`config.mk`:
```
export PLATFORM = sky130hd
export DESIGN_NAME = csrchk_top
export DESIGN_NICKNAME = d
export VERILOG_FILES = /design/src/rtl/csrchk_pkg.sv /design/src/rtl/csrchk_opdecode.sv /design/src/rtl/csrchk_legality.sv /design/src/rtl/csrchk_outreg.sv /design/src/rtl/csrchk_top.sv
export SDC_FILE = /design/constraint.sdc
export NUM_CORES = 1
export LEC_CHECK = 0
export ABC_AREA = 1
export CAP_MARGIN = 15
export CELL_PAD_IN_SITES_DETAIL_PLACEMENT = 1
export CELL_PAD_IN_SITES_GLOBAL_PLACEMENT = 1
export CORE_UTILIZATION = 22
export DETAILED_ROUTE_END_ITERATION = 8
export PLACE_DENSITY_LB_ADDON = 0.1
export SKIP_CTS_REPAIR_TIMING = 1
export SLEW_MARGIN = 25
export SYNTH_ARGS = -nofsm -noshare
export SYNTH_HDL_FRONTEND = slang
export SYNTH_SLANG_ARGS = --single-unit
```
`constraint.sdc`:
```
create_clock -name clk_i -period 2.6 [get_ports clk_i]
set_input_delay 0.26 -clock clk_i [delete_from_list [all_inputs] [get_ports clk_i]]
set_output_delay 0.26 -clock clk_i [all_outputs]
set_load 0.01 [all_outputs]
```
`src/rtl/csrchk_pkg.sv`:
```
package csrchk_pkg;

    typedef enum logic [1:0] {
        CSR_RD  = 2'b00,
        CSR_WR  = 2'b01,
        CSR_SET = 2'b10,
        CSR_CLR = 2'b11
    } csr_eff_e;

    localparam logic [2:0] F3_RW  = 3'b001;
    localparam logic [2:0] F3_RS  = 3'b010;
    localparam logic [2:0] F3_RC  = 3'b011;
    localparam logic [2:0] F3_RWI = 3'b101;
    localparam logic [2:0] F3_RSI = 3'b110;
    localparam logic [2:0] F3_RCI = 3'b111;

    localparam int unsigned CAUSE_ILLEGAL_INSTR = 2;

    typedef struct packed {
        logic     is_csr;
        logic     writes;
        csr_eff_e eff;
    } op_dec_t;

    function automatic op_dec_t decode_op(input logic [2:0] f3, input logic src_zero);
        op_dec_t d;
        d.is_csr = 1'b1;
        d.writes = 1'b0;
        d.eff    = CSR_RD;
        unique case (f3)
            F3_RW, F3_RWI: begin
                d.writes = 1'b1;
                d.eff    = CSR_WR;
            end
            F3_RS, F3_RSI: begin
                d.writes = ~src_zero;
                d.eff    = src_zero ? CSR_RD : CSR_SET;
            end
            F3_RC, F3_RCI: begin
                d.writes = ~src_zero;
                d.eff    = src_zero ? CSR_RD : CSR_CLR;
            end
            default: d.is_csr = 1'b0;
        endcase
        return d;
    endfunction

endpackage

```
`src/rtl/csrchk_opdecode.sv`:
```
module csrchk_opdecode
    import csrchk_pkg::*;
#(
    parameter int unsigned SRC_W = 5
) (
    input  logic [2:0]       funct3_i,
    input  logic [SRC_W-1:0] src_i,
    output op_dec_t          dec_o
);
    logic src_zero;

    assign src_zero = (src_i == '0);

    always_comb begin
        dec_o = decode_op(funct3_i, src_zero);
    end
endmodule

```
`src/rtl/csrchk_legality.sv`:
```
module csrchk_legality
    import csrchk_pkg::*;
#(
    parameter int unsigned ADDR_W = 12,
    parameter int unsigned RO_HI  = 11,
    parameter int unsigned RO_LO  = 10
) (
    input  op_dec_t           dec_i,
    input  logic [ADDR_W-1:0] addr_i,
    input  logic              impl_i,
    output logic              illegal_o
);
    localparam int unsigned RO_W = RO_HI - RO_LO + 1;

    logic read_only;
    logic missing;
    logic ro_write;

    assign read_only = (addr_i[RO_HI:RO_LO] == {RO_W{1'b1}});
    assign missing   = dec_i.is_csr & ~impl_i;
    assign ro_write  = dec_i.is_csr & dec_i.writes & read_only;
    assign illegal_o = missing | ro_write;
endmodule

```
`src/rtl/csrchk_outreg.sv`:
```
module csrchk_outreg
    import csrchk_pkg::*;
#(
    parameter int unsigned XLEN    = 32,
    parameter int unsigned INSTR_W = 32
) (
    input  logic               clk_i,
    input  logic               rst_i,
    input  logic               fire_i,
    input  op_dec_t            dec_i,
    input  logic               illegal_i,
    input  logic [INSTR_W-1:0] instr_i,
    output logic [1:0]         eff_op_o,
    output logic               csr_we_o,
    output logic               illegal_o,
    output logic [XLEN-1:0]    cause_o,
    output logic [XLEN-1:0]    tval_o
);
    logic [XLEN-1:0] instr_ext;
    logic            take_exc;
    logic            take_wr;

    generate
        if (INSTR_W < XLEN) begin : g_pad
            assign instr_ext = {{(XLEN-INSTR_W){1'b0}}, instr_i};
        end else begin : g_trunc
            assign instr_ext = instr_i[XLEN-1:0];
        end
    endgenerate

    assign take_exc = fire_i & illegal_i;
    assign take_wr  = fire_i & ~illegal_i & dec_i.is_csr & dec_i.writes;

    always_ff @(posedge clk_i) begin
        if (rst_i) begin
            eff_op_o  <= CSR_RD;
            csr_we_o  <= 1'b0;
            illegal_o <= 1'b0;
            cause_o   <= '0;
            tval_o    <= '0;
        end else begin
            eff_op_o  <= (fire_i && !illegal_i && dec_i.is_csr) ? dec_i.eff : CSR_RD;
            csr_we_o  <= take_wr;
            illegal_o <= take_exc;
            cause_o   <= take_exc ? XLEN'(CAUSE_ILLEGAL_INSTR) : '0;
            tval_o    <= take_exc ? instr_ext : '0;
        end
    end
endmodule

```
`src/rtl/csrchk_top.sv`:
```
module csrchk_top
    import csrchk_pkg::*;
#(
    parameter int unsigned XLEN    = 32,
    parameter int unsigned INSTR_W = 32,
    parameter int unsigned ADDR_W  = 12,
    parameter int unsigned SRC_W   = 5
) (
    input  logic               clk_i,
    input  logic               rst_i,
    input  logic               instr_valid_i,
    input  logic               stall_i,
    input  logic [2:0]         funct3_i,
    input  logic [SRC_W-1:0]   src_i,
    input  logic [ADDR_W-1:0]  csr_addr_i,
    input  logic               csr_impl_i,
    input  logic [INSTR_W-1:0] instr_i,
    output logic [1:0]         eff_op_o,
    output logic               csr_we_o,
    output logic               illegal_o,
    output logic [XLEN-1:0]    cause_o,
    output logic [XLEN-1:0]    tval_o
);
    localparam int unsigned RO_HI = ADDR_W - 1;
    localparam int unsigned RO_LO = ADDR_W - 2;

    op_dec_t dec;
    logic    illegal;
    logic    fire;

    assign fire = instr_valid_i & ~stall_i;

    csrchk_opdecode #(.SRC_W(SRC_W)) u_dec (
        .funct3_i (funct3_i),
        .src_i    (src_i),
        .dec_o    (dec)
    );

    csrchk_legality #(.ADDR_W(ADDR_W), .RO_HI(RO_HI), .RO_LO(RO_LO)) u_legal (
        .dec_i     (dec),
        .addr_i    (csr_addr_i),
        .impl_i    (csr_impl_i),
        .illegal_o (illegal)
    );

    csrchk_outreg #(.XLEN(XLEN), .INSTR_W(INSTR_W)) u_out (
        .clk_i     (clk_i),
        .rst_i     (rst_i),
        .fire_i    (fire),
        .dec_i     (dec),
        .illegal_i (illegal),
        .instr_i   (instr_i),
        .eff_op_o  (eff_op_o),
        .csr_we_o  (csr_we_o),
        .illegal_o (illegal_o),
        .cause_o   (cause_o),
        .tval_o    (tval_o)
    );
endmodule

```
==> metrics, run 1 <==
status finished clean; top cells by count, synth inv_1 (38), dfxtp_1 (36), buf_4 (32); most frequent cell after synthesis inv_1; cell internal pwr 0.8289 mW; Startpoint Class primary input; die area 6628 µm²; CTS max path bufs 2; crit path capture type register; clock power share 34.0%; Initial Util 23.16%; Switching Power 0.2484 mW; data arrival time of the worst path 1.58 ns; vias per cell 3.388; placed cell areas 2137 µm²; DRT antenna net count 0; Final Hold Vio Count 0; clk root buf clkbuf_8; Post-Syn Instances 161; CTS buffer count 5; sw frac 23.06%; minimum clock period 1.428 ns; fin util 36.97%; Remaining DRCs 0; FP Rows 28; Clock transition at path regs 0.07 ns; Fill cells 723; routed len/inst 9.406 µm; PnR worst setup slack 1.172 ns; Crit path top cell by count nand2_2; top-area cell type share of the netlist area 51.94%; nets 302; TritonCTS clock tree built; first-pass GRT wire length 4457 µm; Synth area leader dfxtp_1; GP Congestion 0.6705; post-synthesis area per instance 8.619 µm²; Critical-path top delay cell clkdlybuf4s50_1; setup_tns 0 ns; Final Cycle Share 54.93%; Final Cell Area 2215 µm²; maximum vdd drop 190.3 µV; Req. time, crit path 2.75 ns; drt initial violations 21; CP Class in -> reg; Leak Pwr 1.068 nW; Pwr Total 1.077 mW; Post-Syn Area 1388 µm²; DR vias 1084; P&R area growth vs syn 59.60%; Fmax achieved 700.1 MHz; antenna fix cells 0; vias in the first global route 959; Ys Warns 0; DRT Pass-1 Iters 2; largest net degree at the start of global routing 34; DPL Wire Length 2323 µm; Hold WC Path Type in -> reg; #FFs+latches synth 36; Slew Limit Fails 0; part of the power in registers 52.3%; layout cells sized above 1 8.163%; Ports 125; crit path cell chain clkdlybuf4s50_1 > nor2_1 > nand3_1 > nand2_1 > nand2_2 > nand2_2 > nand2_2 > nand2_4 > nor2_1; post-synth cell types 16; Place WS 0.8321 ns; Post-synth EDFFs 0; synth top area cells dfxtp_1 (52%), buf_4 (17%), inv_1 (10%); sequential area share after synthesis 51.94%; largest stage delay on the critical path 0.40 ns; Die X 81.42 µm; Logic pwr share 13.7%; total wire length 3010 µm; port bufs 82; Top FF cell, synth dfxtp_1; Power Density 486.4 nW/µm²; global route total overflow 0; Die H 81.42 µm; Core ar. 5991 µm²; GRT Total Usage 9.172%; Final Setup Violations 0; Worst path top cell family by delay simple AND/OR/NAND/NOR gates; Crit Path Max Fanout 33; clock sinks 36; max-cap viol count 0; initial antenna violation count 0; setup repair after global routing missed its margin false; Worst Path Buf+Inv 1; H-tree levels 2; ys async rst share 0%
-- per-layer routing --
metal  track usage [%]  part of all wire [%]  up-vias
met5                 0                     0        -
met3             3.778                    11        5
li1                  -                     -      551
met4             3.214                   1.5        0
met1             11.07                    42      457
met2             14.58                    45       71
-- layout by cell type, fill, tap and decap left out, drive strengths merged --
cell	synthesis	layout
clkdlybuf4s50	0	82
inv	38	38
clkbuf	0	6
nand2	8	8
nor2	37	37
nand4	1	1
conb	1	31
nand3	2	2
o21ai	1	1
a21oi	1	1
clkinv	0	1
o21bai	1	1
dfxtp	36	36
-- state kept, by name (all words and copies together), names as in the netlist --
signal / cells
u_out.cause_o: 1
u_out.eff_op_o: 2
u_out.csr_we_o: 1
u_out.tval_o: 32
-- kinds of logic (layout without fill, tap and decap cells) --
group | after synthesis | in the layout | synth area share, %
AOI/OAI and AO/OA | 3 | 3 | 1.262
other | 1 | 31 | 0.2703
DFF | 36 | 36 | 51.94
buffers and inverters | 73 | 127 | 30.30
and+or+nand+nor | 48 | 48 | 16.23
-- worst min-delay path, delay by kind of cell --
family                 cells  cell delay (ns)
and+or+nand+nor            1             0.03
buffers and inverters      2             0.44
-- worst paths after layout --
| check | startpoint | to | depth (start not counted) |
|---|---|---|---|
| worst max-delay path | src_i[1] | u_out.tval_o[17] | 9 |
| worst min-delay path | instr_i[30] | u_out.tval_o[30] | 3 |
-- power by group through the flow --
stage / Sequential [mW] / Clock, mW / Combinational [mW]
after floorplan: 0.582 / 0 / 0.0871
after global placement: 0.576 / 0 / 0.146
after detailed placement: 0.576 / 0 / 0.147
after CTS: 0.564 / 0.385 / 0.149
after global routing: 0.564 / 0.409 / 0.163
final: 0.564 / 0.366 / 0.147
-- layout make-up --
class                   instances  area (µm²)  area share, %
well taps                      75       93.84          4.237
inverters                      38       142.6          6.441
clock inverters                 1       5.005         0.2260
multi-input cells              82       359.1          16.21
flip-flops and latches         36       720.7          32.54
clock buffers                   6       72.57          3.277
repair buffers                 82       820.8          37.06
-- stage by stage --
step / instances / hold WS, ns
floorplan: 191 / 0.3722
global placement: 313 / 0.7851
detailed placement: 313 / 0.7930
CTS: 320 / 0.4916
global route: 320 / 0.4940
finish: 320 / 0.4981
(Power assumes the default switching activity.)
==> run 2: changes to the inputs <==
--- a/config.mk
+++ b/config.mk
@@ -9,7 +9,7 @@
 export CAP_MARGIN = 15
 export CELL_PAD_IN_SITES_DETAIL_PLACEMENT = 1
 export CELL_PAD_IN_SITES_GLOBAL_PLACEMENT = 1
-export CORE_UTILIZATION = 22
+export CORE_UTILIZATION = 20
 export DETAILED_ROUTE_END_ITERATION = 8
 export PLACE_DENSITY_LB_ADDON = 0.1
 export SKIP_CTS_REPAIR_TIMING = 1
==> constraint.sdc (replaced) <==
create_clock -name clk_i -period 1.43 [get_ports clk_i]
set_input_delay 0.143 -clock clk_i [delete_from_list [all_inputs] [get_ports clk_i]]
set_output_delay 0.143 -clock clk_i [all_outputs]
set_load 0.01 [all_outputs]
==> metrics, run 2 (synthesis results as in run 1) <==
status finished clean; vias in the first global route 1029 (+7.3%); port bufs 82 (unchanged); Place WS -0.04886 ns (-0.8810 ns); Remaining DRCs 0 (unchanged); Final Setup Violations 0 (unchanged); most frequent cells in the layout clkdlybuf4s50_1 (82), inv_1 (38), dfxtp_1 (36), conb_1 (31), nor2_1 (27); DRT Pass-1 Iters 3 (+1); biggest regs u_out.tval_o: 32 flops, u_out.eff_op_o: 2 flops; most common cell after layout, fill and taps aside clkdlybuf4s50_1; maximum vdd drop 284.7 µV (+50%); CTS max path bufs 2 (unchanged); Worst Path Buf+Inv 1 (unchanged); Ports 125 (unchanged); GRT Total Usage 8.912% (-0.26 points); Initial Util 21.25% (-1.9 points); Top reg by flops u_out.tval_o; antenna fix cells 0 (unchanged); Hold Path Origin instr_i[27]; CP Class reg -> out; nets 307 (+1.7%); data arrival time of the worst path 1.15 ns (-0.43 ns); crit path cell chain clkdlybuf4s50_1; routed len/inst 9.503 µm (+1.0%); Die H 85.30 µm (+4.8%); Slew Limit Fails 0 (unchanged); setup_tns 0 ns (unchanged); Power Density 892.6 nW/µm² (+83%); Pwr Total 2.049 mW (+90%); Fmax achieved 770.4 MHz; Fill cells 800 (+11%); FP Rows 29 (+3.6%); Critical-path top delay cell clkdlybuf4s50_1; first-pass GRT wire length 4802 µm (+7.7%); clock sinks 36 (unchanged); GP Congestion 0.6571 (-2.0%); Final Cell Area 2296 µm² (+3.7%); Leak Pwr 1.106 nW (+3.6%); TritonCTS clock tree built; Final Hold Vio Count 0 (unchanged); multi-input logic area 359.1 µm² (unchanged); initial antenna violation count 0 (unchanged); die area 7275 µm² (+9.8%); Hold WC Path Type in -> reg; largest stage delay on the critical path 0.54 ns (+0.14 ns); Clock transition at path regs 0.07 ns (about the same); layout cells sized above 1 10.36% (+2.2 points); Startpoint Class register; Hold Path End u_out.tval_o[27]; drt initial violations 5 (-76%); Crit Path Max Fanout 2 (-94%); P&R area growth vs syn 65.46%; H-tree levels 2 (unchanged); placed cell areas 2202 µm² (+3.0%); global route total overflow 0 (unchanged); total wire length 3117 µm (+3.6%); worst hold stages 3 (unchanged); Req. time, crit path 1.29 ns (-1.46 ns); minimum clock period 1.298 ns; Final Cycle Share 90.77%; crit path capture type primary output; clk root buf clkbuf_8; FF/Latch Area 720.7 µm² (unchanged); CTS buffer count 5 (unchanged); DR vias 1138 (+5.0%); max-cap viol count 0 (unchanged); Largest register FFs 32 (unchanged); Worst path top cell family by delay buffers and inverters; DRT antenna net count 0 (unchanged); PnR worst setup slack 0.1320 ns (-1.040 ns); Core ar. 6531 µm² (+9.0%); setup repair after global routing missed its margin false; Die X 85.30 µm (+4.8%); largest net degree at the start of global routing 19 (-44%); DPL Wire Length 2467 µm (+6.2%); vias per cell 3.470 (+2.4%)
==> run 2: changes by cell type in the layout (fill, tap and decap cells not counted), sizes merged <==
cell	delta
buf	+5
clkbuf	+1
clkinvlp	+1
clkinv	-1
==> run 2: area by class of cell <==
| cell class | count | area share [%] |
|---|---|---|
| Inverter | 38 | 6.213 |
| Timing Repair Buffer | 87 | 38.47 |
| Clock buffer | 7 | 3.760 |
| Clock inverter | 1 | 0.3270 |
| Multi-Input combinational cell | 82 | 15.64 |
| Sequential cell | 36 | 31.39 |
| Tap cell | 77 | 4.196 |
==> run 2: stage by stage <==
| stage | utilization [%] | cells | hold WS (ns) |
|---|---|---|---|
| detailed placement | 33.72 | 320 | 0.6734 |
| finish | 35.15 | 328 | 0.3763 |
| CTS | 35.15 | 328 | 0.3645 |
| floorplan | - | 191 | 0.2552 |
| global route | 35.15 | 328 | 0.3684 |
| global placement | 33.72 | 320 | 0.6685 |
==> run 2: worst max path at each step <==
stage                           from                to  slack [ns]  cells past startpoint
global placement            src_i[1]  u_out.tval_o[27]       -0.03                     10
CTS                 u_out.cause_o[1]        cause_o[1]        0.10                      1
floorplan                   src_i[3]  u_out.tval_o[10]        0.48                      9
global route         u_out.tval_o[5]         tval_o[5]        0.07                      1
finish              u_out.cause_o[1]        cause_o[1]        0.13                      1
detailed placement          src_i[3]  u_out.tval_o[26]       -0.05                     10
==> run 2: power by group <==
group	internal [mW]	switching, mW	leakage [nW]
combinational	0.167	0.116	0.770
sequential	1.02	0.00436	0.291
clock	0.391	0.350	0.0445
total	1.58	0.471	1.11
==> run 2: per-layer routing <==
| layer | vias up | routed length, µm | global-route usage, % |
|---|---|---|---|
| met1 | 501 | 1295 | 9.905 |
| met2 | 70 | 1466 | 14.00 |
| li1 | 562 | - | - |
| met5 | - | 0 | 0 |
| met4 | 0 | 70 | 5.455 |
| met3 | 5 | 284 | 3.988 |
==> run 3: changes to the inputs <==
--- a/config.mk
+++ b/config.mk
@@ -10,6 +10,7 @@
 export CELL_PAD_IN_SITES_DETAIL_PLACEMENT = 1
 export CELL_PAD_IN_SITES_GLOBAL_PLACEMENT = 1
 export CORE_UTILIZATION = 20
+export CTS_CLUSTER_DIAMETER = 30
 export DETAILED_ROUTE_END_ITERATION = 8
 export PLACE_DENSITY_LB_ADDON = 0.1
 export SKIP_CTS_REPAIR_TIMING = 1
==> results of run 3 <==
The final DEF is identical to that of run 2; final timing and power are the same.
